--- src/rtl/flagu_pkg.sv ---
package flagu_pkg;
  localparam int CF_POS  = 0;
  localparam int ONE_POS = 1;
  localparam int PF_POS  = 2;
  localparam int AF_POS  = 4;
  localparam int ZF_POS  = 6;
  localparam int SF_POS  = 7;
  localparam int OF_POS  = 11;
  localparam int RSV_POS = 15;

  typedef enum logic [1:0] {
    SZ_BYTE  = 2'b00,
    SZ_WORD  = 2'b01,
    SZ_DWORD = 2'b10,
    SZ_WIDE  = 2'b11
  } size_e;

  typedef struct packed {
    logic of_f;
    logic sf_f;
    logic zf_f;
    logic af_f;
    logic pf_f;
    logic cf_f;
  } arith_flags_t;

  // carry (add) or borrow (sub) out of one bit, recovered from a, b and result
  function automatic logic bit_cy(input logic a, input logic b, input logic r, input logic sub);
    if (sub) return (~a & b) | ((~a | b) & r);
    return (a & b) | ((a | b) & ~r);
  endfunction
endpackage

--- src/rtl/flagu_width_sel.sv ---
module flagu_width_sel #(
  parameter int DW = 32
) (
  input  logic [DW-1:0] a_i,
  input  logic [DW-1:0] b_i,
  input  logic [DW-1:0] r_i,
  input  logic [1:0]    size_i,
  output logic          a_msb_o,
  output logic          b_msb_o,
  output logic          r_msb_o,
  output logic          zero_o
);
  localparam int NSZ = $clog2(DW / 8) + 1;

  logic [NSZ-1:0] lane_a, lane_b, lane_r, lane_z;

  for (genvar i = 0; i < NSZ; i++) begin : g_lane
    localparam int LW = 8 << i;
    assign lane_a[i] = a_i[LW-1];
    assign lane_b[i] = b_i[LW-1];
    assign lane_r[i] = r_i[LW-1];
    assign lane_z[i] = ~|r_i[LW-1:0];
  end

  logic [1:0] sel;
  always_comb begin
    sel = (int'(size_i) > NSZ - 1) ? 2'(NSZ - 1) : size_i;
    a_msb_o = lane_a[sel];
    b_msb_o = lane_b[sel];
    r_msb_o = lane_r[sel];
    zero_o  = lane_z[sel];
  end
endmodule

--- src/rtl/flagu_calc.sv ---
module flagu_calc
  import flagu_pkg::*;
(
  input  logic         sub_i,
  input  logic         a_msb_i,
  input  logic         b_msb_i,
  input  logic         r_msb_i,
  input  logic         zero_i,
  input  logic         a3_i,
  input  logic         b3_i,
  input  logic [7:0]   r_lo_i,
  output arith_flags_t flags_o
);
  always_comb begin
    flags_o.cf_f = bit_cy(a_msb_i, b_msb_i, r_msb_i, sub_i);
    flags_o.af_f = bit_cy(a3_i, b3_i, r_lo_i[3], sub_i);
    flags_o.pf_f = ~^r_lo_i;
    flags_o.zf_f = zero_i;
    flags_o.sf_f = r_msb_i;
    flags_o.of_f = sub_i ? ((a_msb_i ^ b_msb_i) & (r_msb_i ^ a_msb_i))
                         : (~(a_msb_i ^ b_msb_i) & (r_msb_i ^ a_msb_i));
  end
endmodule

--- src/rtl/flagu_reg.sv ---
module flagu_reg
  import flagu_pkg::*;
#(
  parameter int FW = 16
) (
  input  logic          clk_i,
  input  logic          rst_ni,
  input  logic          load_i,
  input  logic [FW-1:0] load_data_i,
  input  logic          upd_i,
  input  logic [FW-1:0] arith_word_i,
  output logic [FW-1:0] q_o
);
  localparam logic [FW-1:0] ARITH_M = FW'((1 << CF_POS) | (1 << PF_POS) | (1 << AF_POS) |
                                          (1 << ZF_POS) | (1 << SF_POS) | (1 << OF_POS));
  localparam logic [FW-1:0] FIX1_M  = FW'(1 << ONE_POS);
  localparam logic [FW-1:0] FIX0_M  = FW'((1 << 3) | (1 << 5) | (1 << RSV_POS));

  logic [FW-1:0] q_d;

  always_comb begin
    q_d = q_o;
    if (load_i)     q_d = (load_data_i & ~FIX0_M) | FIX1_M;
    else if (upd_i) q_d = (q_o & ~ARITH_M) | (arith_word_i & ARITH_M);
  end

  always_ff @(posedge clk_i or negedge rst_ni) begin
    if (!rst_ni) q_o <= FIX1_M;
    else         q_o <= q_d;
  end
endmodule

--- src/rtl/flag_unit.sv ---
module flag_unit
  import flagu_pkg::*;
#(
  parameter int DW = 32,
  parameter int FW = 16
) (
  input  logic          clk_i,
  input  logic          rst_ni,
  input  logic [DW-1:0] op_a_i,
  input  logic [DW-1:0] op_b_i,
  input  logic [DW-1:0] res_i,
  input  logic          sub_i,
  input  logic [1:0]    size_i,
  input  logic          upd_i,
  input  logic          load_i,
  input  logic [FW-1:0] load_data_i,
  output logic [FW-1:0] flags_now_o,
  output logic [FW-1:0] flags_q_o
);
  logic a_msb, b_msb, r_msb, zero;
  arith_flags_t fl;

  flagu_width_sel #(.DW(DW)) u_wsel (
    .a_i(op_a_i), .b_i(op_b_i), .r_i(res_i), .size_i(size_i),
    .a_msb_o(a_msb), .b_msb_o(b_msb), .r_msb_o(r_msb), .zero_o(zero)
  );

  flagu_calc u_calc (
    .sub_i(sub_i), .a_msb_i(a_msb), .b_msb_i(b_msb), .r_msb_i(r_msb),
    .zero_i(zero), .a3_i(op_a_i[3]), .b3_i(op_b_i[3]), .r_lo_i(res_i[7:0]),
    .flags_o(fl)
  );

  always_comb begin
    flags_now_o = '0;
    flags_now_o[CF_POS] = fl.cf_f;
    flags_now_o[PF_POS] = fl.pf_f;
    flags_now_o[AF_POS] = fl.af_f;
    flags_now_o[ZF_POS] = fl.zf_f;
    flags_now_o[SF_POS] = fl.sf_f;
    flags_now_o[OF_POS] = fl.of_f;
  end

  flagu_reg #(.FW(FW)) u_reg (
    .clk_i(clk_i), .rst_ni(rst_ni), .load_i(load_i), .load_data_i(load_data_i),
    .upd_i(upd_i), .arith_word_i(flags_now_o), .q_o(flags_q_o)
  );
endmodule

--- config.mk ---
export PLATFORM = sky130hd
export DESIGN_NAME = flag_unit
export DESIGN_NICKNAME = d
export VERILOG_FILES = /design/src/rtl/flagu_pkg.sv /design/src/rtl/flagu_width_sel.sv /design/src/rtl/flagu_calc.sv /design/src/rtl/flagu_reg.sv /design/src/rtl/flag_unit.sv
export SDC_FILE = /design/constraint.sdc
export NUM_CORES = 1
export LEC_CHECK = 0
export BUFFER_PORTS_ARGS = -buffer_cell sky130_fd_sc_hd__buf_2
export CORE_UTILIZATION = 28
export CTS_CLUSTER_DIAMETER = 50
export DETAILED_ROUTE_END_ITERATION = 6
export GPL_TIMING_DRIVEN = 1
export PLACE_DENSITY = 0.82
export SLEW_MARGIN = 20
export SYNTH_ARGS = -nofsm -noshare
export SYNTH_HDL_FRONTEND = slang
export SYNTH_HIERARCHICAL = 1
export SYNTH_SLANG_ARGS = --single-unit
--- constraint.sdc ---
create_clock -name clk_i -period 2 [get_ports clk_i]
set_input_delay 0.4 -clock clk_i [delete_from_list [all_inputs] [get_ports clk_i]]
set_output_delay 0.4 -clock clk_i [all_outputs]
set_load 0.01 [all_outputs]
# Word level (Yosys, flattened, before mapping)
# Index checks and enable logic that the tools add are counted.
# W data, S select, Z words.
dict set report classes {
  n_bitwise 26
  n_lt_le_gt_ge 2
  n_reduce_logical 8
  n_mux 17
}
# operator count
set ops {}
lappend ops {{$mux W16} 2}
lappend ops {{$reduce_or A32 Y1} 1}
lappend ops {{$or A16 B12 Y16} 1}
lappend ops {{$reduce_or A16 Y1} 1}
lappend ops {{$and A1 B1 Y1} 10}
lappend ops {{$mux W1} 10}
lappend ops {{$bmux W1 S2} 4}
lappend ops {{$or A1 B1 Y1} 8}
lappend ops {{$reduce_or A8 Y1} 1}
lappend ops {{$reduce_xnor A8 Y1} 1}
lappend ops {{$not A1 Y1} 5}
lappend ops {{$logic_not A1 Y1} 3}
lappend ops {{$lt A2 B3 Y1 const B} 1}
lappend ops {{$gt A2 B2 Y1 const B} 1}
lappend ops {{$mux W2} 1}
lappend ops {{$reduce_bool A2 Y1} 1}
lappend ops {{$xor A1 B1 Y1} 2}
dict set report totals {
  ff_bits 16
  input_bits 119
  output_inout_bits 32
  elab_cells 54
}

# Logic depth before layout (Yosys ltp)
dict set report logic_depth {
  depth_word 13
  mapped_depth 9
  mapped_depth_nobuf 9
}

# By module
# The synthesis kept the hierarchy.
# mod cells_per_inst n_inst area_per_inst_um2 seq_area_each_um2
set modules_own_cells {}
lappend modules_own_cells {flagu_reg 45 1 619.3 326.6}
lappend modules_own_cells {flagu_calc 28 1 210.2 0.0}
lappend modules_own_cells {flagu_width_sel 22 1 172.7 0.0}
lappend modules_own_cells {flag_unit 11 1 78.8 0.0}

# Worst setup path after synthesis
# Ideal clock, no wire load.
dict set report synth_timing {
  path_kind {input to output}
  start {input size_i[0]}
  end {output flags_now_o[11]}
  n_path_buf 0
  t_required_ns 1.600
  t_arrival_ns 1.615
  stages 6
  path_slack_ns -0.015
  path_cell_list {mux2i_1 > o21ai_0 > inv_1 > ha_1 > xor2_1 > nor2_1}
}
dict set report synth_via {
  elab_chain_len 8
}
# element line_no
set synth_rtl {}
lappend synth_rtl {{start: declaration} flag_unit.sv:13} ;# input logic [1:0] size_i,
lappend synth_rtl {{$gt A2 B2 Y1} flagu_width_sel.sv:27} ;# sel = (int'(size_i) > NSZ - 1) ? 2'(NSZ - 1) : size_i;
lappend synth_rtl {{$mux W2 (*)} flagu_width_sel.sv:27}
lappend synth_rtl {{$bmux W1 S2 (*)} flagu_width_sel.sv:28} ;# a_msb_o = lane_a[sel];
lappend synth_rtl {{$mux W1 (not written as such) (*)} flagu_width_sel.sv:28}
lappend synth_rtl {{net a_msb} flag_unit.sv:20} ;# logic a_msb, b_msb, r_msb, zero;
lappend synth_rtl {{$xor A1 B1 Y1} {flagu_calc.sv:20, flagu_calc.sv:21}}
lappend synth_rtl {{$not A1 Y1} flagu_calc.sv:21} ;# : (~(a_msb_i ^ b_msb_i) & (r_msb_i ^ a_msb_i));
lappend synth_rtl {{$and A1 B1 Y1} flagu_calc.sv:21}
lappend synth_rtl {{$mux W1 (*)} flagu_calc.sv:20} ;# flags_o.of_f = sub_i ? ((a_msb_i ^ b_msb_i) & (r_msb_i ^ a_msb_i))
lappend synth_rtl {{end: declaration} flag_unit.sv:17} ;# output logic [FW-1:0] flags_now_o,
# Mark *: on every way through the listed nets, which the timed path passes. The rest lies on a longest branch. The select of a mux whose other input is x is not followed.

# Worst setup path after layout
dict set report layout_timing {
  start {input size_i[0]}
  end {output flags_now_o[11]}
}
dict set report layout_via {
  elab_chain_len 8
}
# element line_no
set layout_rtl {}
lappend layout_rtl {{$gt A2 B2 Y1} flagu_width_sel.sv:27}
lappend layout_rtl {{$mux W2 (*)} flagu_width_sel.sv:27}
lappend layout_rtl {{$bmux W1 S2 (*)} flagu_width_sel.sv:29} ;# b_msb_o = lane_b[sel];
lappend layout_rtl {{$mux W1 (not written as such) (*)} flagu_width_sel.sv:29}
lappend layout_rtl {{net b_msb} flag_unit.sv:20}
lappend layout_rtl {{$xor A1 B1 Y1 (*)} {flagu_calc.sv:20, flagu_calc.sv:21}}
lappend layout_rtl {{$not A1 Y1} flagu_calc.sv:21}
lappend layout_rtl {{$and A1 B1 Y1} flagu_calc.sv:21}
lappend layout_rtl {{$mux W1 (*)} flagu_calc.sv:20}
# Marked as above.

==> flow_summary.yaml <==
pwr:
  worst_ir_drop_vdd_mv: 0.3811
  intPower_mw: 0.6065
  p_clk_share_pct: 26.6
  comb_power_share_pct: 39.0
  power.leakage_nw: 0.8224
  p_sw_share_pct: 31.31
  power.net_switching_mw: 0.2765
  sequentialPowerShare_pct: 34.4
  power_density_mw_per_mm2: 549.6
synth:
  yosys_register_bits: 13
  syn-cell-area_mm2: 0.001081
  syn-instance-count: 106
  synth.lib_cells_used.distinct: 27
  yosys_warnings: 6
  ys_seq_area_share_pct: 30.21
  avgSynthCellArea_um2: 10.20
place:
  routabilityCongestion: 0.8057
  place_area_mm2: 0.001476
  dp_cells: 232
  place_ws_ns: -0.09379
  detailed_place_hpwl_um: 2491
  io_buffer_count: 77
cts:
  numClockSinks: 13
  tritoncts: "built"
  worstSkewPairLatency_ns: 0.24
  holdBufCountCts: 0
  clock_tree.buffer_depth: 2
  path_clk_slew_ns: 0.05
  clock_tree.root_cell: "clkbuf_8"
  tritoncts.num_buffers: 3
  cts_max_level: 1
min_path:
  worstHoldPathType: "input pin to asynchronous set/reset pin"
critical_path:
  start_kind: "input pin"
  cp-end-kind: "output port"
  timing.setup.critical_path_class: "input pin to output port"
  worst_ep_arrival_time_ns: 1.56
  cp_max_fo: 3
  reg2regPathDepth: 1
  worst-endpoint-required_ns: 1.60
finish:
  layout.nets: 315
  reg.largest.list: "u_reg/q_o: 13 flops"
  stdcell_area_mm2: 0.001607
  stdcell_count: 240
  layout-drive-gt1-share_pct: 61.26
  nFillCells: 375
  largest_register_ffs: 13
  areaGrowthSynthToFinish_pct: 48.61
  regMostFlops: "u_reg/q_o"
die:
  design.portCount: 151
  core_area_mm2: 0.003689
  fp.dieW_um: 64.14
  placement_rows: 22
  starting_density_of_the_core_pct: 29.31
  floorplan.die_area_mm2: 0.004113
  die_y_um: 64.14
sta:
  min_period_over_period_pct: 97.80
  final_setup_tns_ns: 0
  max_freq_ghz: 0.5113
  setup_viol_count_final: 0
  grt_setup_unrepaired: "yes"
  timing_max_transition_violations_final: 0
  fin_skew_ns: 0
  post-route-worst-setup-slack_ns: 0.04404
  timing_hold_violations_final: 0
  finalCriticalPeriod_ns: 1.956
  whs_ns: 0.03472
global_routing:
  via_count_of_the_first_global_routing_pass: 974
  wire_length_of_the_first_global_routing_pass_um: 4636
  global_route.usage.total_pct: 15.16
  grt_antenna_before_repair: 1
  grt.overflow.total: 0
  grt_max_degree: 20
route:
  vias: 1036
  initialDrtViolationCount: 24
  avgViaCountPerCell: 4.317
  drt_first_pass_iters: 2
  drt-wirelength-per-cell_um: 12.52
  detail-route-antenna-nets: 0
  remaining_drc_errors: 0
  wl_um: 3004
status:
  outcome: "completed"
job:
  maxCapViolations: 0
## routing by layer
layer / global-route usage [%] / share of wire, % / up-vias
li1: - / - / 509
met1: 17.94 / 42 / 452
met2: 26.73 / 48 / 71
met3: 3.393 / 8.4 / 4
met4: 5.278 / 1.8 / 0
met5: 0 / 0 / -
## final timing paths
| kind | startpoint | endpoint | slack [ns] |
|---|---|---|---|
| worst max-delay path | size_i[0] | flags_now_o[11] | 0.04 |
| worst min-delay path | rst_ni | u_reg/q_o[9] | 0.03 |
| worst max register to register | u_reg/q_o[12] | u_reg/q_o[12] | 1.22 |
| worst min register to register | u_reg/q_o[9] | u_reg/q_o[9] | 0.51 |
| max in group asynchronous | rst_ni | u_reg/q_o[1] | 1.68 |
| min in group clk_i | load_data_i[7] | u_reg/q_o[7] | 0.37 |
## layout make-up
type / instances / area (um^2) / area share, %
Multi-Input combinational cell: 83 / 683.2 / 42.52
Antenna cell: 1 / 2.502 / 0.1558
Inverter: 3 / 11.26 / 0.7009
Sequential cell: 13 / 326.6 / 20.33
Tap cell: 48 / 60.06 / 3.738
Timing Repair Buffer: 88 / 478.0 / 29.75
Clock buffer: 4 / 45.04 / 2.804
## cells by family after synthesis
group	after synthesis	synth area share [%]
AO/OA/AOI/OAI	14	8.796
other	2	0.6947
buffers and inverters	21	15.05
adder cells (fa/ha/maj)	4	4.630
flip-flops	13	30.21
AND/OR/NAND/NOR	27	15.74
multiplexers	16	17.59
XOR/XNOR	9	7.292
## worst max-delay path: stages
cell and delay [ns]:
buf_8 0.10, mux2i_2 0.14, o21ai_2 0.15, inv_2 0.08, ha_4 0.24, xor2_1 0.14, nor2_1 0.15, buf_2 0.15
## synthesized netlist by cell type
cell | instances | share of area, %
buf_4 | 16 | 11
dfrtp_1 | 12 | 28
mux2i_1 | 10 | 9.3
nand2_1 | 10 | 3.5
xnor2_1 | 8 | 6.5
mux2_4 | 6 | 8.3
o21ai_2 | 5 | 4.1
ha_1 | 4 | 4.6
nor4_1 | 4 | 2.3
a21oi_1 | 3 | 1.4
inv_1 | 3 | 1.0
nor4_2 | 3 | 3.5
conb_1 | 2 | 0.69
nand4_1 | 2 | 1.2
nor2_1 | 2 | 0.69
nor2b_1 | 2 | 1.2
nor3_1 | 2 | 0.93
o21ai_0 | 2 | 0.93
o21ai_1 | 2 | 0.93
a21boi_1 | 1 | 0.69
buf_12 | 1 | 1.9
buf_6 | 1 | 1.0
dfstp_2 | 1 | 2.4
nor4_4 | 1 | 2.0
o32ai_1 | 1 | 0.81
or2_1 | 1 | 0.58
xor2_1 | 1 | 0.81
## cells in the final DEF, fill, tap and decap left out, types with 3 or more instances in the layout
cell type	n
dfrtp_1	12
mux2_4	6
buf_4	11
nand2_1	10
mux2i_1	9
conb_1	13
buf_2	76
xnor2_1	8
nor4_1	4
o21ai_2	7
clkbuf_8	3
## power groups by stage
stage	sequential (mW)	combinational (mW)	clock, mW
5_1_grt	0.307	0.378	0.259
4_1_cts	0.304	0.328	0.245
2_1_floorplan	0.320	0.174	0
3_3_place_gp	0.306	0.302	0
6_report	0.304	0.344	0.235
3_5_place_dp	0.307	0.313	0
## metrics by stage
step                      utilization, %  total power, mW
after floorplan                        -           0.4938
after global placement             40.03           0.6082
after detailed placement           40.03           0.6197
after CTS                          42.27           0.8770
after global routing               43.56           0.9440
final                              43.56           0.8829
## what timing repair did
item	CTS	global route
gates resized for setup	6	10
pin swaps	5	5
buffers inserted	2	1
endpoints found under the setup margin	2	3
Note: power is estimated with default switching activity, not from simulation.
